--- config.mk ---
export PLATFORM = sky130hd
export DESIGN_NAME = sar_adc_engine
export DESIGN_NICKNAME = d
export VERILOG_FILES = /design/src/rtl/sar_pkg.sv /design/src/rtl/sar_mask_reg.sv /design/src/rtl/sar_approx_reg.sv /design/src/rtl/sar_result_reg.sv /design/src/rtl/sar_ctrl.sv /design/src/rtl/sar_adc_engine.sv
export SDC_FILE = /design/constraint.sdc
export NUM_CORES = 1
export LEC_CHECK = 0
export ABC_AREA = 1
export BUFFER_PORTS_ARGS = -buffer_cell sky130_fd_sc_hd__buf_2
export CAP_MARGIN = 20
export CORE_AREA = 2 2 39 41
export CTS_BUF_LIST = sky130_fd_sc_hd__clkbuf_4
export DETAILED_ROUTE_END_ITERATION = 10
export DIE_AREA = 0 0 41 43
export PLACE_DENSITY = 0.76
export SLEW_MARGIN = 20
export SYNTH_ARGS = -nofsm -noshare
export SYNTH_HDL_FRONTEND = slang
export SYNTH_SLANG_ARGS = --single-unit
--- constraint.sdc ---
create_clock -name clk -period 3 [get_ports clk]
set_clock_uncertainty 0.2 [all_clocks]
set_input_delay 0.15 -clock clk [delete_from_list [all_inputs] [get_ports clk]]
set_output_delay 0.15 -clock clk [all_outputs]
set_load 0.05 [all_outputs]
--- src/rtl/sar_pkg.sv ---
package sar_pkg;
  typedef enum logic [1:0] {
    ST_IDLE   = 2'd0,
    ST_SET    = 2'd1,
    ST_DECIDE = 2'd2
  } sar_state_e;
endpackage

--- src/rtl/sar_mask_reg.sv ---
module sar_mask_reg #(
  parameter int WIDTH = 4
) (
  input  logic             clk,
  input  logic             rst,
  input  logic             load_top,
  input  logic             shift,
  output logic [WIDTH-1:0] mask,
  output logic             empty
);
  localparam logic [WIDTH-1:0] TOP_BIT = {1'b1, {(WIDTH-1){1'b0}}};

  always_ff @(posedge clk) begin
    if (rst || load_top) begin
      mask <= TOP_BIT;
    end else if (shift) begin
      mask <= {1'b0, mask[WIDTH-1:1]};
    end
  end

  assign empty = ~|mask;
endmodule

--- src/rtl/sar_approx_reg.sv ---
module sar_approx_reg #(
  parameter int WIDTH = 4
) (
  input  logic             clk,
  input  logic             rst,
  input  logic             clr,
  input  logic             ld,
  input  logic             pick_clear,
  input  logic [WIDTH-1:0] mask,
  output logic [WIDTH-1:0] code
);
  logic [WIDTH-1:0] with_bit;
  logic [WIDTH-1:0] without_bit;
  logic [WIDTH-1:0] next_code;

  assign with_bit    = code | mask;
  assign without_bit = code & ~mask;
  assign next_code   = pick_clear ? without_bit : with_bit;

  always_ff @(posedge clk) begin
    if (rst || clr) begin
      code <= '0;
    end else if (ld) begin
      code <= next_code;
    end
  end
endmodule

--- src/rtl/sar_result_reg.sv ---
module sar_result_reg #(
  parameter int WIDTH = 4
) (
  input  logic             clk,
  input  logic             rst,
  input  logic             ld,
  input  logic [WIDTH-1:0] d,
  output logic [WIDTH-1:0] q
);
  always_ff @(posedge clk) begin
    if (rst) begin
      q <= '0;
    end else if (ld) begin
      q <= d;
    end
  end
endmodule

--- src/rtl/sar_ctrl.sv ---
module sar_ctrl
  import sar_pkg::*;
(
  input  logic clk,
  input  logic rst,
  input  logic start,
  input  logic cmp,
  input  logic done,
  output logic mask_init,
  output logic mask_shift,
  output logic sar_clr,
  output logic sar_ld,
  output logic sar_pick_clear,
  output logic res_ld,
  output logic valid
);
  sar_state_e state_q, state_d;

  always_comb begin
    state_d        = state_q;
    mask_init      = 1'b0;
    mask_shift     = 1'b0;
    sar_clr        = 1'b0;
    sar_ld         = 1'b0;
    sar_pick_clear = 1'b0;
    res_ld         = 1'b0;
    unique case (state_q)
      ST_IDLE: begin
        if (start) begin
          mask_init = 1'b1;
          sar_clr   = 1'b1;
          state_d   = ST_SET;
        end
      end
      ST_SET: begin
        if (done) begin
          res_ld  = 1'b1;
          state_d = ST_IDLE;
        end else begin
          sar_ld  = 1'b1;
          state_d = ST_DECIDE;
        end
      end
      ST_DECIDE: begin
        sar_ld         = cmp;
        sar_pick_clear = 1'b1;
        mask_shift     = 1'b1;
        state_d        = ST_SET;
      end
      default: state_d = ST_IDLE;
    endcase
  end

  always_ff @(posedge clk) begin
    if (rst) begin
      state_q <= ST_IDLE;
      valid   <= 1'b0;
    end else begin
      state_q <= state_d;
      valid   <= res_ld;
    end
  end
endmodule

--- src/rtl/sar_adc_engine.sv ---
module sar_adc_engine #(
  parameter int WIDTH = 4
) (
  input  logic             clk,
  input  logic             rst,
  input  logic             start,
  input  logic             cmp,
  output logic [WIDTH-1:0] trial_code,
  output logic [WIDTH-1:0] result,
  output logic             done,
  output logic             valid
);
  logic [WIDTH-1:0] mask;
  logic mask_init, mask_shift, sar_clr, sar_ld, sar_pick_clear, res_ld;

  sar_mask_reg #(.WIDTH(WIDTH)) u_mask (
    .clk(clk), .rst(rst), .load_top(mask_init), .shift(mask_shift),
    .mask(mask), .empty(done)
  );

  sar_approx_reg #(.WIDTH(WIDTH)) u_approx (
    .clk(clk), .rst(rst), .clr(sar_clr), .ld(sar_ld),
    .pick_clear(sar_pick_clear), .mask(mask), .code(trial_code)
  );

  sar_result_reg #(.WIDTH(WIDTH)) u_result (
    .clk(clk), .rst(rst), .ld(res_ld), .d(trial_code), .q(result)
  );

  sar_ctrl u_ctrl (
    .clk(clk), .rst(rst), .start(start), .cmp(cmp), .done(done),
    .mask_init(mask_init), .mask_shift(mask_shift), .sar_clr(sar_clr),
    .sar_ld(sar_ld), .sar_pick_clear(sar_pick_clear), .res_ld(res_ld),
    .valid(valid)
  );
endmodule

==> reports/results.md <==
• finished clean — status
• 43.48% — fraction of the yosys area taken by sequential cells
• 1180 ps — worst reg2reg setup slack
• 100 — number of nets in the synthesized netlist
• 0.3045 mW — internal power of the cells
• 0 — Post-CTS Setup Repair Bufs
• 280 ps — Clk Latency, worst-skew pair
• 541.7 nW/um2 — PwrDens
• 0.8057 — last weighted congestion value of the routability-driven placer
• 0.3714 nW — leakage component of the power
• u_mask.mask[3] — end of the critical path
• 0 ps — setup tns final
• 22.73% — fraction of layout instances using a drive strength above 1
• flop — type of origin of the critical path
• 92 — Post-Synthesis Cells
• 7.246% — post-synthesis adder-cell area fraction
• 15 — total clock sinks
• 4.794 — Vias per Instance
• u_ctrl.state_q[1] — FF-to-FF Start
• flop — CP endpoint kind
• 121.7 ps — worst hold slack
• 27.4% — clock power share
• 49.91% — effective utilization at floorplan
• 14 — number of standard-cell rows in the floorplan
• 43.48% — fraction of post-synthesis cell area in the top cell type by area
• 297.6 ps — transition time at the pin with the least slew margin
• 0 — number of resized instances in the post-cts repair step
• 59.76% — post-layout utilization of the core
• dfxtp_1 — library cell with the largest summed area after synthesis
• 0 — remaining number of nets flagged by the antenna check after routing
• 1763 um2 — Die Outline Area
• 1255 um — post-detailed-routing wire length
• 80.16% — worst relative slew slack
• 1384 um2 — core outline area
• input pin to flop — path class of the lowest-slack min-delay path
• 4 — critical path fanouts, max
• 8.877% — area fraction in compound gates after synthesis
• 549.9 MHz — highest clock rate
• 10 — maximum number of pins on one net before global-route repair
• flop to flop — Crit Path Category
• simple AND/OR/NAND/NOR gates — combinational family with the most area after synthesis
• 0.1435 mW — Sw Pwr
• 0 — number of max-capacitance violations reported
• 0.2653 mV — highest ir drop seen on vdd
• 41 um — die span in x
• 24.3% — combinational cell fraction of total power
• clkbuf_4 — library cell used as clock root buffer
• 90 ps — clock-pin slew on the worst setup and hold paths
• 0 — number of pins with negative max-slew slack in the final report
• 119 — Placed Cells
• 2 — largest buffer count on any clock path
• 1810 ps — signal arrival time at the worst endpoint
• 13 — IO buf count
• 9.960 um — Routed WL per cell
• 32.61% — area fraction in and, or, nand and nor cells after synthesis
• 60.61% — Final period util
• 508 — number of global-route vias before repair
• no — RSZ-0062 raised after global routing
• 48.3% — proportion of power drawn by flip-flops and latches
• 32.04% — switching part of the total
• 2070 um — first-pass GRT wire length
• u_ctrl.state_q[1] — Critical path origin
• 17.27% — global router's overall resource usage
• 1 — H-tree depth
• 604 — number of vias in the routed layout
• 7 — count of routing violations after the opening detailed-route iteration
• 43 um — height of the die
• 7.507 um2 — average footprint of a synthesized cell
• 0 — number of hold-slack violations in the final timing report
• 827.0 um2 — cell area after layout
• 0 — Yosys warning count
• 18 — number of distinct library cell variants in the gate-level netlist after synthesis
• 119 — total number of nets in the final design
• 0% — multiplexer fraction of the synthesized cell area
• dfxtp_1, nand2_1, ha_1 — Synth area leaders
• 5 — depth of the most critical reg-to-reg path
• 0 — DRC violation count after routing
• 767.0 um2 — post-place instance area
• 0% — xor-xnor portion of the synthesized cell area
• 0 — overall overflow remaining after global route
• u_mask.mask[3] — endpoint of the lowest-slack register-to-register path
• 19.75% — area grow syn2layout
• 0 — antenna violations before repair
• 1818 ps — clock period minus worst slack
• 3 — number of buffers added by the clock tree synthesis step
• 0 — ANT cells
• 15 — register bit total from synthesis
• done — TritonCTS clock tree
• 0 — Setup-failing EPs final
• 14 — ports placed on the boundary
• 126 — final instance count without filler cells
• 2990 ps — required time of the critical path
• 929.8 um — final HPWL from detailed placement
• 2 — number of iterations in the first detailed-routing pass
• 690.7 um2 — netlist area before placement
## worst min-delay path by stage
| stage | end | slack (ps) | depth (start not counted) | from |
|---|---|---|---|---|
| after global routing | flop | 180 | 6 | cmp |
| final | flop | 120 | 6 | cmp |
| after global placement | u_mask.mask[3] | 200 | 3 | start |
| after floorplan | u_mask.mask[3] | 70 | 2 | start |
| after detailed placement | u_mask.mask[3] | 200 | 3 | start |
| after CTS | flop | 120 | 6 | cmp |
## cells in the mapped netlist
library cell	n
clkbuf_1	1
ha_1	4
o211ai_1	1
or2_1	1
a21oi_2	1
buf_2	1
nand2_4	1
nand2_1	22
nand3_2	1
inv_1	10
clkinv_1	1
nor2_1	8
inv_2	1
nand3_1	7
dfxtp_1	15
nand2_2	4
nand4_1	4
a21oi_1	9
## layout make-up
class | instances | area (um2)
flip-flops and latches | 15 | 300.3
clock buffers | 4 | 30.03
well taps | 16 | 20.02
multi-input cells | 63 | 336.6
fillers | 130 | 556.8
repair buffers | 16 | 95.09
inverters | 12 | 45.04
## stage by stage
stage / total power, mW / setup slack (ps)
after floorplan: 0.3051 / 1611
after global placement: 0.3222 / 1535
after detailed placement: 0.3251 / 1510
after CTS: 0.4531 / 1188
after global routing: 0.4754 / 1063
final: 0.4480 / 1182
## cells in the final DEF, fill, tap and decap left out
| cell type | n |
|---|---|
| o211ai_1 | 1 |
| or2_1 | 1 |
| ha_1 | 4 |
| a21oi_2 | 1 |
| nand2_4 | 1 |
| clkbuf_4 | 4 |
| clkinv_1 | 1 |
| inv_2 | 1 |
| inv_1 | 10 |
| nand3_2 | 1 |
| nand3_1 | 7 |
| nor2_1 | 8 |
| dlygate4sd3_1 | 3 |
| nand2_2 | 4 |
| nand2_1 | 22 |
| nand4_1 | 4 |
| dfxtp_1 | 15 |
| a21oi_1 | 9 |
| buf_2 | 13 |
## routing by layer
layer	vias up	wire (um)	global-route usage (%)
li1	329	-	-
met1	258	576	21.97
met2	13	593	25.94
met3	4	60	4.712
met4	0	25	8.000
met5	-	0	0
## timing repair
item | 4_1_cts | 5_1_grt
setup endpoints to repair | 0 | 0
hold buffers | 3 | 0
endpoints found under the hold margin | 9 | 0
## kinds of logic after synthesis
family,Yosys count
AO/OA/AOI/OAI,11
adder cells (fa/ha/maj),4
buffers and inverters,14
flip-flops,15
AND/OR/NAND/NOR,48
## worst max-delay path: stages, from the launching register on
cell and delay [ps]:
dfxtp_1 390, inv_1 90, ha_1 220, a21oi_2 180, dlygate4sd3_1 580, nand2_1 50
## power groups by stage
stage          clock network, mW  logic, mW  registers (mW)
3_5_place_dp                   0      0.104           0.221
2_1_floorplan                  0     0.0801           0.225
4_1_cts                    0.127      0.109           0.216
5_1_grt                    0.134      0.124           0.218
3_3_place_gp                   0      0.102           0.221
6_report                   0.123      0.109           0.216
Note: power is estimated with default switching activity, not from simulation.
